<file path="config.mk">
export PLATFORM = sky130hd
export DESIGN_NAME = pixin_pipe
export DESIGN_NICKNAME = d
export VERILOG_FILES = /design/src/rtl/pixin_pkg.sv /design/src/rtl/pixin_capture.sv /design/src/rtl/pixin_format.sv /design/src/rtl/pixin_outreg.sv /design/src/rtl/pixin_pipe.sv
export SDC_FILE = /design/constraint.sdc
export NUM_CORES = 1
export LEC_CHECK = 0
export BUFFER_PORTS_ARGS = -buffer_cell sky130_fd_sc_hd__buf_4
export CORE_MARGIN = 2
export CORE_UTILIZATION = 35
export DETAILED_ROUTE_END_ITERATION = 12
export MAX_ROUTING_LAYER = met4
export SLEW_MARGIN = 5
export SYNTH_ARGS = -nofsm -noshare
export SYNTH_HDL_FRONTEND = slang
export SYNTH_SLANG_ARGS = --single-unit
</file>
<file path="constraint.sdc">
create_clock -name clk -period 2.3 [get_ports clk]
set_clock_uncertainty 0.05 [all_clocks]
set_input_delay 0.575 -clock clk [delete_from_list [all_inputs] [get_ports clk]]
set_output_delay 0.575 -clock clk [all_outputs]
set_load 0.05 [all_outputs]
</file>
<file path="src/rtl/pixin_pkg.sv">
package pixin_pkg;

  typedef enum logic [1:0] {
    FMT_RGB24 = 2'd0,
    FMT_RGB15 = 2'd1,
    FMT_IDX8  = 2'd2
  } fmt_e;

  localparam int unsigned PS_W  = 2;
  localparam int unsigned F15_W = 5;

  typedef struct packed {
    logic [PS_W-1:0] ps;
    logic            blank;
    logic            sync;
  } pix_ctl_t;

endpackage

</file>
<file path="src/rtl/pixin_capture.sv">
module pixin_capture
  import pixin_pkg::*;
#(
  parameter int unsigned CW = 8
) (
  input  logic              clk,
  input  logic              rst,
  input  logic              cfg_mux2,
  input  logic              in_valid,
  output logic              in_ready,
  input  logic [3*CW-1:0]   in_col_a,
  input  logic [3*CW-1:0]   in_col_b,
  input  pix_ctl_t          in_ctl_a,
  input  pix_ctl_t          in_ctl_b,
  input  logic              take,
  output logic              cur_valid,
  output logic [3*CW-1:0]   cur_col,
  output pix_ctl_t          cur_ctl
);

  logic [3*CW-1:0] col_a_q, col_b_q;
  pix_ctl_t        ctl_a_q, ctl_b_q;
  logic            full_q, ph_q;
  logic            last_ph, accept;

  assign last_ph  = !cfg_mux2 || ph_q;
  assign in_ready = !full_q || (take && last_ph);
  assign accept   = in_valid && in_ready;

  always_ff @(posedge clk) begin
    if (rst) begin
      full_q  <= 1'b0;
      ph_q    <= 1'b0;
      col_a_q <= '0;
      col_b_q <= '0;
      ctl_a_q <= '0;
      ctl_b_q <= '0;
    end else if (accept) begin
      full_q  <= 1'b1;
      ph_q    <= 1'b0;
      col_a_q <= in_col_a;
      col_b_q <= in_col_b;
      ctl_a_q <= in_ctl_a;
      ctl_b_q <= in_ctl_b;
    end else if (full_q && take) begin
      if (last_ph) full_q <= 1'b0;
      else         ph_q   <= 1'b1;
    end
  end

  assign cur_valid = full_q;
  assign cur_col   = ph_q ? col_b_q : col_a_q;
  assign cur_ctl   = ph_q ? ctl_b_q : ctl_a_q;

endmodule

</file>
<file path="src/rtl/pixin_format.sv">
module pixin_format
  import pixin_pkg::*;
#(
  parameter int unsigned CW = 8
) (
  input  logic [1:0]        cfg_fmt,
  input  logic [3*CW-1:0]   col_in,
  output logic [3*CW-1:0]   col_out
);

  localparam int unsigned PAD = CW - F15_W;

  logic [CW-1:0]   r_in, g_in, b_in;
  logic [2*CW-1:0] pack16;

  assign r_in   = col_in[2*CW +: CW];
  assign g_in   = col_in[CW +: CW];
  assign b_in   = col_in[0 +: CW];
  assign pack16 = {g_in, b_in};

  always_comb begin
    unique case (cfg_fmt)
      FMT_RGB15: col_out = {pack16[2*F15_W +: F15_W], {PAD{1'b0}},
                            pack16[F15_W +: F15_W],   {PAD{1'b0}},
                            pack16[0 +: F15_W],       {PAD{1'b0}}};
      FMT_IDX8:  col_out = {r_in, r_in, r_in};
      default:   col_out = col_in;
    endcase
  end

endmodule

</file>
<file path="src/rtl/pixin_outreg.sv">
module pixin_outreg
  import pixin_pkg::*;
#(
  parameter int unsigned CW = 8
) (
  input  logic              clk,
  input  logic              rst,
  input  logic              src_valid,
  input  logic [3*CW-1:0]   src_col,
  input  pix_ctl_t          src_ctl,
  input  logic [PS_W-1:0]   cfg_sel_code,
  input  logic              cfg_kill_unsel,
  input  logic              cfg_sync_en,
  output logic              take,
  output logic              out_valid,
  input  logic              out_ready,
  output logic [3*CW-1:0]   out_col,
  output logic              out_sel,
  output logic              out_blank,
  output logic              out_sync,
  output logic              out_sync_dly
);

  logic [3*CW-1:0] col_n;
  logic            sel_n, zero_n;

  assign take   = !out_valid || out_ready;
  assign sel_n  = (src_ctl.ps == cfg_sel_code);
  assign zero_n = src_ctl.blank || (cfg_kill_unsel && !sel_n);

  for (genvar ch = 0; ch < 3; ch++) begin : g_chan
    assign col_n[ch*CW +: CW] = zero_n ? '0 : src_col[ch*CW +: CW];
  end

  always_ff @(posedge clk) begin
    if (rst) begin
      out_valid    <= 1'b0;
      out_col      <= '0;
      out_sel      <= 1'b0;
      out_blank    <= 1'b1;
      out_sync     <= 1'b0;
      out_sync_dly <= 1'b0;
    end else if (take) begin
      out_valid <= src_valid;
      if (src_valid) begin
        out_col      <= col_n;
        out_sel      <= sel_n;
        out_blank    <= src_ctl.blank;
        out_sync     <= src_ctl.sync && cfg_sync_en;
        out_sync_dly <= src_ctl.sync;
      end
    end
  end

endmodule

</file>
<file path="src/rtl/pixin_pipe.sv">
module pixin_pipe
  import pixin_pkg::*;
#(
  parameter int unsigned CW = 8
) (
  input  logic          clk,
  input  logic          rst,
  input  logic          cfg_mux2,
  input  logic [1:0]    cfg_fmt,
  input  logic [1:0]    cfg_sel_code,
  input  logic          cfg_kill_unsel,
  input  logic          cfg_sync_en,
  input  logic          in_valid,
  output logic          in_ready,
  input  logic [CW-1:0] in_red_a,
  input  logic [CW-1:0] in_grn_a,
  input  logic [CW-1:0] in_blu_a,
  input  logic [CW-1:0] in_red_b,
  input  logic [CW-1:0] in_grn_b,
  input  logic [CW-1:0] in_blu_b,
  input  logic [1:0]    in_psel_a,
  input  logic [1:0]    in_psel_b,
  input  logic          in_blank_a,
  input  logic          in_blank_b,
  input  logic          in_sync_a,
  input  logic          in_sync_b,
  output logic          out_valid,
  input  logic          out_ready,
  output logic [CW-1:0] out_red,
  output logic [CW-1:0] out_grn,
  output logic [CW-1:0] out_blu,
  output logic          out_sel,
  output logic          out_blank,
  output logic          out_sync,
  output logic          out_sync_dly
);

  localparam int unsigned PIX_W = 3 * CW;

  pix_ctl_t          ctl_a, ctl_b, cur_ctl;
  logic [PIX_W-1:0]  cur_col, fmt_col, out_col;
  logic              cur_valid, take;

  assign ctl_a = '{ps: in_psel_a, blank: in_blank_a, sync: in_sync_a};
  assign ctl_b = '{ps: in_psel_b, blank: in_blank_b, sync: in_sync_b};

  pixin_capture #(.CW(CW)) u_cap (
    .clk(clk), .rst(rst), .cfg_mux2(cfg_mux2),
    .in_valid(in_valid), .in_ready(in_ready),
    .in_col_a({in_red_a, in_grn_a, in_blu_a}),
    .in_col_b({in_red_b, in_grn_b, in_blu_b}),
    .in_ctl_a(ctl_a), .in_ctl_b(ctl_b),
    .take(take), .cur_valid(cur_valid), .cur_col(cur_col), .cur_ctl(cur_ctl)
  );

  pixin_format #(.CW(CW)) u_fmt (
    .cfg_fmt(cfg_fmt), .col_in(cur_col), .col_out(fmt_col)
  );

  pixin_outreg #(.CW(CW)) u_out (
    .clk(clk), .rst(rst),
    .src_valid(cur_valid), .src_col(fmt_col), .src_ctl(cur_ctl),
    .cfg_sel_code(cfg_sel_code), .cfg_kill_unsel(cfg_kill_unsel),
    .cfg_sync_en(cfg_sync_en), .take(take),
    .out_valid(out_valid), .out_ready(out_ready), .out_col(out_col),
    .out_sel(out_sel), .out_blank(out_blank), .out_sync(out_sync),
    .out_sync_dly(out_sync_dly)
  );

  assign out_red = out_col[2*CW +: CW];
  assign out_grn = out_col[CW +: CW];
  assign out_blu = out_col[0 +: CW];

endmodule

</file>
**Yosys cells after proc, flatten, opt, wreduce, memory -nomap -nowiden**

Cells that the tools add are included.

- Bits in registers: 87
- Latch bits: 0
- Bits in writable memories: 0
- Memory bits (read-only): 0
- Input port bits: 67
- Output and inout bits: 30
- Word-level logic and storage cells: 48
- Memories kept: 0

- $add $sub $neg: 0
- Multiply operators: 0
- Div/mod/pow operators: 0
- $lt $le $gt $ge: 0
- Eq/ne operators: 3
- Shifts and indexed selects: 0
- Muxes and demuxes: 9
- Bitwise operators: 1
- Reductions and logical operators: 19

Operators with widths:

| cell | count |
|---|---|
| 24-bit one-hot mux with 2 select lines | 1 |
| 24-bit two-way mux | 1 |
| 8-bit two-way mux | 3 |
| 2-bit AND reduction | 3 |
| 1-bit logical AND | 5 |
| 1-bit logical NOT | 4 |
| 1-bit logical OR | 4 |
| 4-bit two-way mux | 1 |
| 2-bit nonzero test | 2 |
| 1-bit two-way mux | 3 |
| 2-bit by 1-bit equality test with 1-bit output (second input constant) | 1 |
| 2-bit equality test | 1 |
| 2-bit equality test (second input constant) | 1 |
| 2-bit OR reduction | 1 |
| 1-bit inverter | 1 |

**Depth between registers and ports, before layout**

Gate-level depths: netlist of run 1.

- Word-level depth: 7
- Gate-level depth with buffers: 8
- Depth with buffers taken out: 7

**By module**

From an unflattened synthesis of run 1, not the netlist that was laid out.

- Cell total of the unflattened synthesis: 479
- Area total of the unflattened synthesis: 4551.9 um^2

Modules (own cells, without submodules):

| module | instances | cells each | area an instance (um^2) |
|---|---|---|---|
| pixin_capture | 1 | 286 | 2926.6 |
| pixin_outreg | 1 | 136 | 1258.7 |
| pixin_format | 1 | 57 | 366.6 |

**Least setup slack after synthesis of run 1**

No wires, ideal clock.

- Path kind: reg2reg
- From: register u_out.out_valid
- To: register u_cap.col_a_q[23]
- Setup time: 0.070 ns
- Arrival time: 1.978 ns
- Path slack: 0.201 ns
- Cell stages (with the launch flop): 8
- Buffers on the path: 2
- Cells stage by stage: dfxtp_1 -> nor2b_2 -> o21ai_2 -> and2_1 -> buf_2 -> buf_2 -> nand2_1 -> a21oi_1

- Longest elaborated chain between the ends: 5

Ends and longest elaborated chain:

| item | RTL line | text |
|---|---|---|
| start, declared | pixin_outreg.sv:15 | `output logic out_valid,` |
| start signal, assigned | pixin_outreg.sv:44 | `out_valid <= src_valid;` |
| 1-bit logical NOT | pixin_outreg.sv:27 | `assign take = !out_valid \|\| out_ready;` |
| 1-bit logical OR | pixin_outreg.sv:27 |  |
| 1-bit logical AND | pixin_capture.sv:27 | `assign in_ready = !full_q \|\| (take && last_ph);` |
| 1-bit logical OR | pixin_capture.sv:27 |  |
| via in_ready | pixin_pipe.sv:14 | `output logic in_ready,` |
| 1-bit logical AND | pixin_capture.sv:28 | `assign accept = in_valid && in_ready;` |
| end signal, assigned | pixin_capture.sv:41 | `col_a_q <= in_col_a;` |
| end, declared | pixin_capture.sv:21 | `logic [3*CW-1:0] col_a_q, col_b_q;` |

The timed path passes the listed nets, and every way through them passes these cells.
A chain may end at the register's enable or synchronous reset.

**Final worst setup path of run 1**

- From: register u_cap.ph_q
- To: output port in_ready

- Longest elaborated chain between the ends: 3

Ends and longest elaborated chain:

| item | RTL line | text |
|---|---|---|
| start, declared | pixin_capture.sv:23 | `logic full_q, ph_q;` |
| start signal, assigned | pixin_capture.sv:33 | `ph_q <= 1'b0;` |
| start signal, assigned | pixin_capture.sv:40 | `ph_q <= 1'b0;` |
| start signal, assigned | pixin_capture.sv:47 | `else ph_q <= 1'b1;` |
| 1-bit logical OR | pixin_capture.sv:26 | `assign last_ph = !cfg_mux2 \|\| ph_q;` |
| 1-bit logical AND | pixin_capture.sv:27 |  |
| 1-bit logical OR | pixin_capture.sv:27 |  |
| end, declared | pixin_pipe.sv:14 |  |

Every way passes these cells.

==> results.json, run 1 <==
{
  "timing.critical_path.arrival_ps": 1450,
  "synth_cells": 435,
  "first_global_vias": 3029,
  "tightestPinTransition_ps": 559.4,
  "crit_path_from": "u_cap.ph_q",
  "cts.repair.resized": 0,
  "endpoint": "in_ready",
  "timing.critical_path.buf_inv": 1,
  "timing.critical_path.slowest_cell_delay_ps": 430,
  "cts_root_buffer": "sky130_fd_sc_hd__clkbuf_8",
  "cpLargestDelayFamily": "flip-flops",
  "syn2layout_area_growth_pct": 28.29,
  "cts-htree-levels": 3,
  "detailedRoute.firstPassIterationCount": 4,
  "detail_route.iter0.violations": 173,
  "ir_drop_uv": 335.8,
  "comb_power_share": 0.160,
  "rsz0062_at_grt": "false",
  "clk_pin_slew_worst_paths_ps": 80,
  "synth-main-ff-cell": "sky130_fd_sc_hd__dfxtp_1",
  "rows": 36,
  "maxSlewViolCount": 0,
  "global_placement_routability_congestion": 0.8644,
  "totalWireLength_um": 9456,
  "cts_buffer_depth": 2,
  "cp-end-kind": "output pin",
  "total_i_o_pin_count": 97,
  "synthesis.area_per_instance_um2": 8.235,
  "synthDominantCellAreaShare": 0.4862,
  "setup.worst_path.start_class": "register",
  "synth_largest_area_cell": "sky130_fd_sc_hd__dfxtp_1",
  "net_switching_share_of_the_total_power": 0.2707,
  "effective_utilization_at_floorplan": 0.3631,
  "final_nets": 592,
  "hold_class": "reg2reg",
  "internal_power_mw": 2.271,
  "synth_enable_flop_cells": 0,
  "cts_inserted_buffers": 9,
  "die_height_um": 105.2,
  "insertion_delay_ps": 350,
  "grt_remaining_overflow": 0,
  "dieArea_um2": 11060,
  "fp.dieW_um": 105.2,
  "reg2reg_slack_ps": 330,
  "grt_pass1_wl_um": 15080,
  "synth-seq-area-share": 0.4862,
  "critPathSlowestCell": "sky130_fd_sc_hd__dfxtp_1",
  "dp_hpwl_um": 6999,
  "tritoncts": "yes",
  "grt_start_max_net_pins": 57,
  "final-hold-violation-count": 0,
  "path_cells": "and2b_1, o21ai_2, buf_4",
  "route.detailed.wl_per_inst_um": 14.37,
  "cts_hold_repair.buffers": 0,
  "r2r_cells": 5,
  "synth-warning-count": 0,
  "p_seq_frac": 0.520,
  "drc": 0,
  "cell_area_power_density_nw_per_um2": 677.5,
  "drtAntennaViolNets": 0,
  "critical_path.reg2reg.endpoint": "u_out.out_col[20]",
  "synth_seq_cells": 87,
  "layout-drive-gt1-share": 0.2571,
  "portBuffers": 96,
  "share_of_async_settable_or_async_resettable_flops_after_synthesis": 0,
  "detailed_place.area_um2": 4422,
  "cap_violations": 0,
  "number_of_diodes_added_for_antenna_fixing": 0,
  "timing.setup.tns_ps": 0,
  "cp.depth": 3,
  "min_tclk_post_route_ps": 2072,
  "grt_antenna_before_repair": 0,
  "worstReg2RegStart": "u_cap.ph_q",
  "via_density": 4.874,
  "final.period_utilization": 0.9008,
  "cts_sinks": 87,
  "clock_share_of_power": 0.320,
  "syn_nets": 504,
  "yosys-top-cells-area": "sky130_fd_sc_hd__dfxtp_1, sky130_fd_sc_hd__nand2_1, sky130_fd_sc_hd__a21oi_1",
  "via_count": 3207,
  "fillerInstances": 1004,
  "worst-setup-path-type": "reg2out",
  "max-slew-margin-rel": 0.6271,
  "fp.coreArea_um2": 9864,
  "crit_required_ps": 1670,
  "synth_area_um2": 3582,
  "net-switching-power_uw": 842.8,
  "run_status": "complete, no violations",
  "setup_viol": 0,
  "track_usage": 0.1777,
  "fmaxAchievable_mhz": 482.6,
  "final_area_um2": 4596,
  "setup_fix_bufs_post_cts": 0,
  "power.leakage_nw": 1.868,
  "path_max_fanout": 5,
  "synthDistinctLibCells": 33
}
worst reg2reg max path, delay by kind of cell, from the launching register on:
| kind | cells | cell delay (ps) |
|---|---|---|
| buffers and inverters | 2 | 620 |
| DFF | 1 | 430 |
| muxes | 1 | 400 |
| AOI/OAI and AO/OA | 2 | 360 |
cells in the final DEF, fill, tap and decap left out, types with 4 or more instances in the layout:
cell type,netlist,layout
sky130_fd_sc_hd__a21oi_1,67,67
sky130_fd_sc_hd__clkbuf_8,0,9
sky130_fd_sc_hd__mux2i_1,17,17
sky130_fd_sc_hd__nor2b_1,7,7
sky130_fd_sc_hd__dfxtp_1,87,87
sky130_fd_sc_hd__nor2_1,23,23
sky130_fd_sc_hd__a22oi_1,5,5
sky130_fd_sc_hd__o2bb2ai_1,4,4
sky130_fd_sc_hd__a22o_1,10,10
sky130_fd_sc_hd__o21ai_0,10,10
sky130_fd_sc_hd__inv_1,4,4
sky130_fd_sc_hd__mux2_2,10,10
sky130_fd_sc_hd__a32oi_1,5,5
sky130_fd_sc_hd__buf_4,2,105
sky130_fd_sc_hd__nand2_1,134,133
sky130_fd_sc_hd__o22ai_1,6,6
how the worst min path moves through the flow:
| stage | startpoint | end | slack [ps] | cells after the start |
|---|---|---|---|---|
| 2_1_floorplan | u_cap.ctl_a_q[1] | u_cap.ctl_a_q[1] | 380 | 2 |
| 3_3_place_gp | u_cap.col_b_q[7] | u_cap.col_b_q[7] | 390 | 2 |
| 3_5_place_dp | u_cap.col_b_q[7] | u_cap.col_b_q[7] | 400 | 2 |
| 4_1_cts | in_psel_b[0] | u_cap.ctl_b_q[2] | 400 | 3 |
| 5_1_grt | in_psel_b[0] | u_cap.ctl_b_q[2] | 400 | 3 |
| 6_report | u_cap.col_a_q[5] | u_cap.col_a_q[5] | 410 | 2 |
stage by stage:
step / hold slack (ps) / std cells / power [mW] / setup WS, ps / util
floorplan: 381.8 / 435 / 1.953 / 201.3 / -
global placement: 389.2 / 645 / 2.145 / 286.1 / 0.4483
detailed placement: 396.8 / 645 / 2.155 / 270.9 / 0.4483
CTS: 401.5 / 658 / 3.132 / 212.0 / 0.4659
global route: 402.5 / 658 / 3.257 / 135.9 / 0.4659
finish: 405.8 / 658 / 3.113 / 228.0 / 0.4659
kinds of logic (layout without fill, tap and decap cells):
family / Yosys count / count (layout) / synth area share
muxes: 27 / 27 / 0.07894
AOI/OAI and AO/OA: 112 / 112 / 0.1876
DFF: 87 / 87 / 0.4862
adders and majority gates: 2 / 2 / 0.006985
xor gates and xnor gates: 2 / 2 / 0.004891
buffers and inverters: 33 / 123 / 0.04296
and+or+nand+nor: 172 / 172 / 0.1925
power by group through the flow:
stage	Sequential [mW]	Combinational (mW)	Clock [mW]
final	1.62	0.499	0.997
after global routing	1.63	0.549	1.08
after CTS	1.62	0.502	1.01
after detailed placement	1.65	0.501	0
after global placement	1.65	0.493	0
after floorplan	1.69	0.261	0
synth_stat cells (2+ instances only):
| library cell | number |
|---|---|
| sky130_fd_sc_hd__a21oi_1 | 67 |
| sky130_fd_sc_hd__a22o_1 | 10 |
| sky130_fd_sc_hd__a22oi_1 | 5 |
| sky130_fd_sc_hd__a32oi_1 | 5 |
| sky130_fd_sc_hd__buf_2 | 6 |
| sky130_fd_sc_hd__buf_4 | 2 |
| sky130_fd_sc_hd__buf_6 | 2 |
| sky130_fd_sc_hd__clkbuf_1 | 18 |
| sky130_fd_sc_hd__dfxtp_1 | 87 |
| sky130_fd_sc_hd__ha_1 | 2 |
| sky130_fd_sc_hd__inv_1 | 4 |
| sky130_fd_sc_hd__mux2_2 | 10 |
| sky130_fd_sc_hd__mux2i_1 | 17 |
| sky130_fd_sc_hd__nand2_1 | 134 |
| sky130_fd_sc_hd__nor2_1 | 23 |
| sky130_fd_sc_hd__nor2b_1 | 7 |
| sky130_fd_sc_hd__o21ai_0 | 10 |
| sky130_fd_sc_hd__o21ai_2 | 2 |
| sky130_fd_sc_hd__o22ai_1 | 6 |
| sky130_fd_sc_hd__o2bb2ai_1 | 4 |
| sky130_fd_sc_hd__xnor2_1 | 2 |
registers in the layout, summed over array words and instances, names as in the netlist, 4 cells and up:
| signal | count |
|---|---|
| u_cap.col_a_q | 24 |
| u_cap.col_b_q | 24 |
| u_cap.ctl_a_q | 4 |
| u_cap.ctl_b_q | 4 |
| u_out.out_col | 24 |
per-layer routing:
metal / track usage / vias up / wire (um)
met5: - / - / 0
met3: 0.04117 / 13 / 567
met1: 0.2411 / 1467 / 4572
met2: 0.2597 / 88 / 4172
met4: 0.06095 / 0 / 143
li1: - / 1639 / -
final cells by class:
class / instances / area (um^2) / area share
Sequential cell: 87 / 1742 / 0.3790
Timing Repair Buffer: 106 / 808.3 / 0.1759
Clock buffer: 9 / 123.9 / 0.02695
Tap cell: 133 / 166.4 / 0.03621
Multi-Input combinational cell: 315 / 1690 / 0.3678
Clock inverter: 4 / 50.05 / 0.01089
Inverter: 4 / 15.01 / 0.003267
No activity file was read; power rests on OpenSTA's default activity.
==> run 2, diff against run 1 <==
--- a/config.mk
+++ b/config.mk
@@ -7,7 +7,7 @@
 export LEC_CHECK = 0
 export BUFFER_PORTS_ARGS = -buffer_cell sky130_fd_sc_hd__buf_4
 export CORE_MARGIN = 2
-export CORE_UTILIZATION = 35
+export CORE_UTILIZATION = 28
 export DETAILED_ROUTE_END_ITERATION = 12
 export MAX_ROUTING_LAYER = met4
 export SLEW_MARGIN = 5
==> results.json, run 2 (synthesized netlist as in run 1, its figures left out) <==
{
  "effective_utilization_at_floorplan": 0.2850,
  "worst-setup-path-type": "reg2out",
  "final-hold-violation-count": 0,
  "grt_remaining_overflow": 0,
  "via_density": 4.506,
  "power.leakage_nw": 1.938,
  "track_usage": 0.1531,
  "totalWireLength_um": 9823,
  "cts_sinks": 87,
  "fin_total_pwr_mw": 3.717,
  "cts_root_buffer": "sky130_fd_sc_hd__clkbuf_16",
  "cts_inserted_buffers": 9,
  "clk_pin_slew_worst_paths_ps": 60,
  "setup.worst_path.start_class": "register",
  "timing.critical_path.slowest_cell_delay_ps": 410,
  "timing.critical_path.buf_inv": 1,
  "dp_hpwl_um": 7393,
  "fp.dieW_um": 117.1,
  "largestRegisters": "u_cap.col_a_q (24), u_cap.col_b_q (24), u_out.out_col (24)",
  "run_status": "complete, no violations",
  "number_of_diodes_added_for_antenna_fixing": 0,
  "insertion_delay_ps": 340,
  "maxSlewViolCount": 0,
  "fmaxAchievable_mhz": 495.2,
  "cts-htree-levels": 3,
  "portBuffers": 96,
  "grt_pass1_wl_um": 15500,
  "cts_hold_repair.buffers": 0,
  "syn2layout_area_growth_pct": 33.81,
  "utilization": 0.3814,
  "tritoncts": "yes",
  "path_max_fanout": 5,
  "rows": 41,
  "die_height_um": 117.1,
  "max-slew-margin-rel": 0.6477,
  "dieArea_um2": 13710,
  "timing.setup.tns_ps": 0,
  "drtAntennaViolNets": 0,
  "layout-drive-gt1-share": 0.2581,
  "grt_start_max_net_pins": 58,
  "detailedRoute.firstPassIterationCount": 4,
  "hold_class": "reg2reg",
  "post_layout_nonfiller_instances": 699,
  "route.detailed.wl_per_inst_um": 14.05,
  "crit_path_from": "u_cap.ph_q",
  "cell_area_power_density_nw_per_um2": 775.5,
  "global_placement_routability_congestion": 0.9058,
  "timing.critical_path.arrival_ps": 1390,
  "fp.coreArea_um2": 12570,
  "cts.repair.resized": 0,
  "final.period_utilization": 0.8780,
  "min_tclk_post_route_ps": 2019,
  "worstReg2RegStart": "u_cap.ph_q",
  "grt_antenna_before_repair": 0,
  "crit_required_ps": 1670,
  "detail_route.iter0.violations": 179,
  "fin_worst_hold_slack_ps": 402.1,
  "path_cells": "and2b_1, o21ai_2, buf_4",
  "critPathSlowestCell": "sky130_fd_sc_hd__dfxtp_1",
  "setup_fix_bufs_post_cts": 0,
  "drc": 0,
  "tightestPinTransition_ps": 528.4,
  "via_count": 3150,
  "most_frequent_standard_cell_in_the_layout_excluding_fill_and_tap_cells": "sky130_fd_sc_hd__nand2_1",
  "cap_violations": 0,
  "cpLargestDelayFamily": "flip-flops",
  "place_inst": 683,
  "cp-end-kind": "output pin",
  "timing.hold.worst.start": "u_cap.col_b_q[20]",
  "setup_viol": 0,
  "layout_common_cells": "sky130_fd_sc_hd__nand2_1, sky130_fd_sc_hd__buf_4, sky130_fd_sc_hd__dfxtp_1",
  "final_nets": 591,
  "rsz0062_at_grt": "false",
  "first_global_vias": 3119,
  "ir_drop_uv": 341.1,
  "cts_buffer_depth": 2,
  "total_i_o_pin_count": 97
}
-- run 2: cell types whose count changed in the layout (fill, tap and decap cells not counted), sizes merged --
cell,delta
clkbuf,+2
bufinv,+1
buf,-1
-- run 2: layer usage --
metal  vias to the layer above  wire (um)  global-route usage  part of all wire
met5                         -          0                   -                 0
met2                        78       4582              0.2432              0.47
li1                       1646          -                   -                 -
met4                         0         91             0.05176            0.0093
met3                         8        635             0.03553             0.065
met1                      1418       4513              0.1924              0.46
-- run 2: worst paths after layout --
path,end,slack [ps],depth (start not counted)
worst max-delay path,in_ready,280,3
worst min-delay path,u_cap.col_b_q[20],400,2
worst max register to register,u_out.out_col[12],360,5
worst min register to register,u_cap.col_b_q[20],400,2
-- run 2: report_power, final --
group / internal, mW / switching (mW)
sequential: 1.58 / 0.0394
clock: 1.01 / 0.591
combinational: 0.207 / 0.290
-- run 2: worst register-to-register path: stages, from the launching register on --
cell,delay (ps)
sky130_fd_sc_hd__dfxtp_1,410
sky130_fd_sc_hd__buf_4,310
sky130_fd_sc_hd__buf_4,280
sky130_fd_sc_hd__mux2i_1,390
sky130_fd_sc_hd__a22oi_1,200
sky130_fd_sc_hd__a22o_1,200
-- run 2: final cells by class --
type,count,area (um^2)
clock buffers,11,252.7
clock inverters,5,80.08
fillers,1323,7775
inverters,4,15.01
multi-input cells,315,1688
flip-flops and latches,87,1742
well taps,172,215.2
repair buffers,105,800.8
-- run 2: stage by stage --
step / worst slack [ps] / cell area, um^2
3_5_place_dp: 237.6 / 4461
4_1_cts: 266.2 / 4793
3_3_place_gp: 300.7 / 4461
5_1_grt: 184.3 / 4793
2_1_floorplan: 201.3 / 3582
6_report: 280.6 / 4793
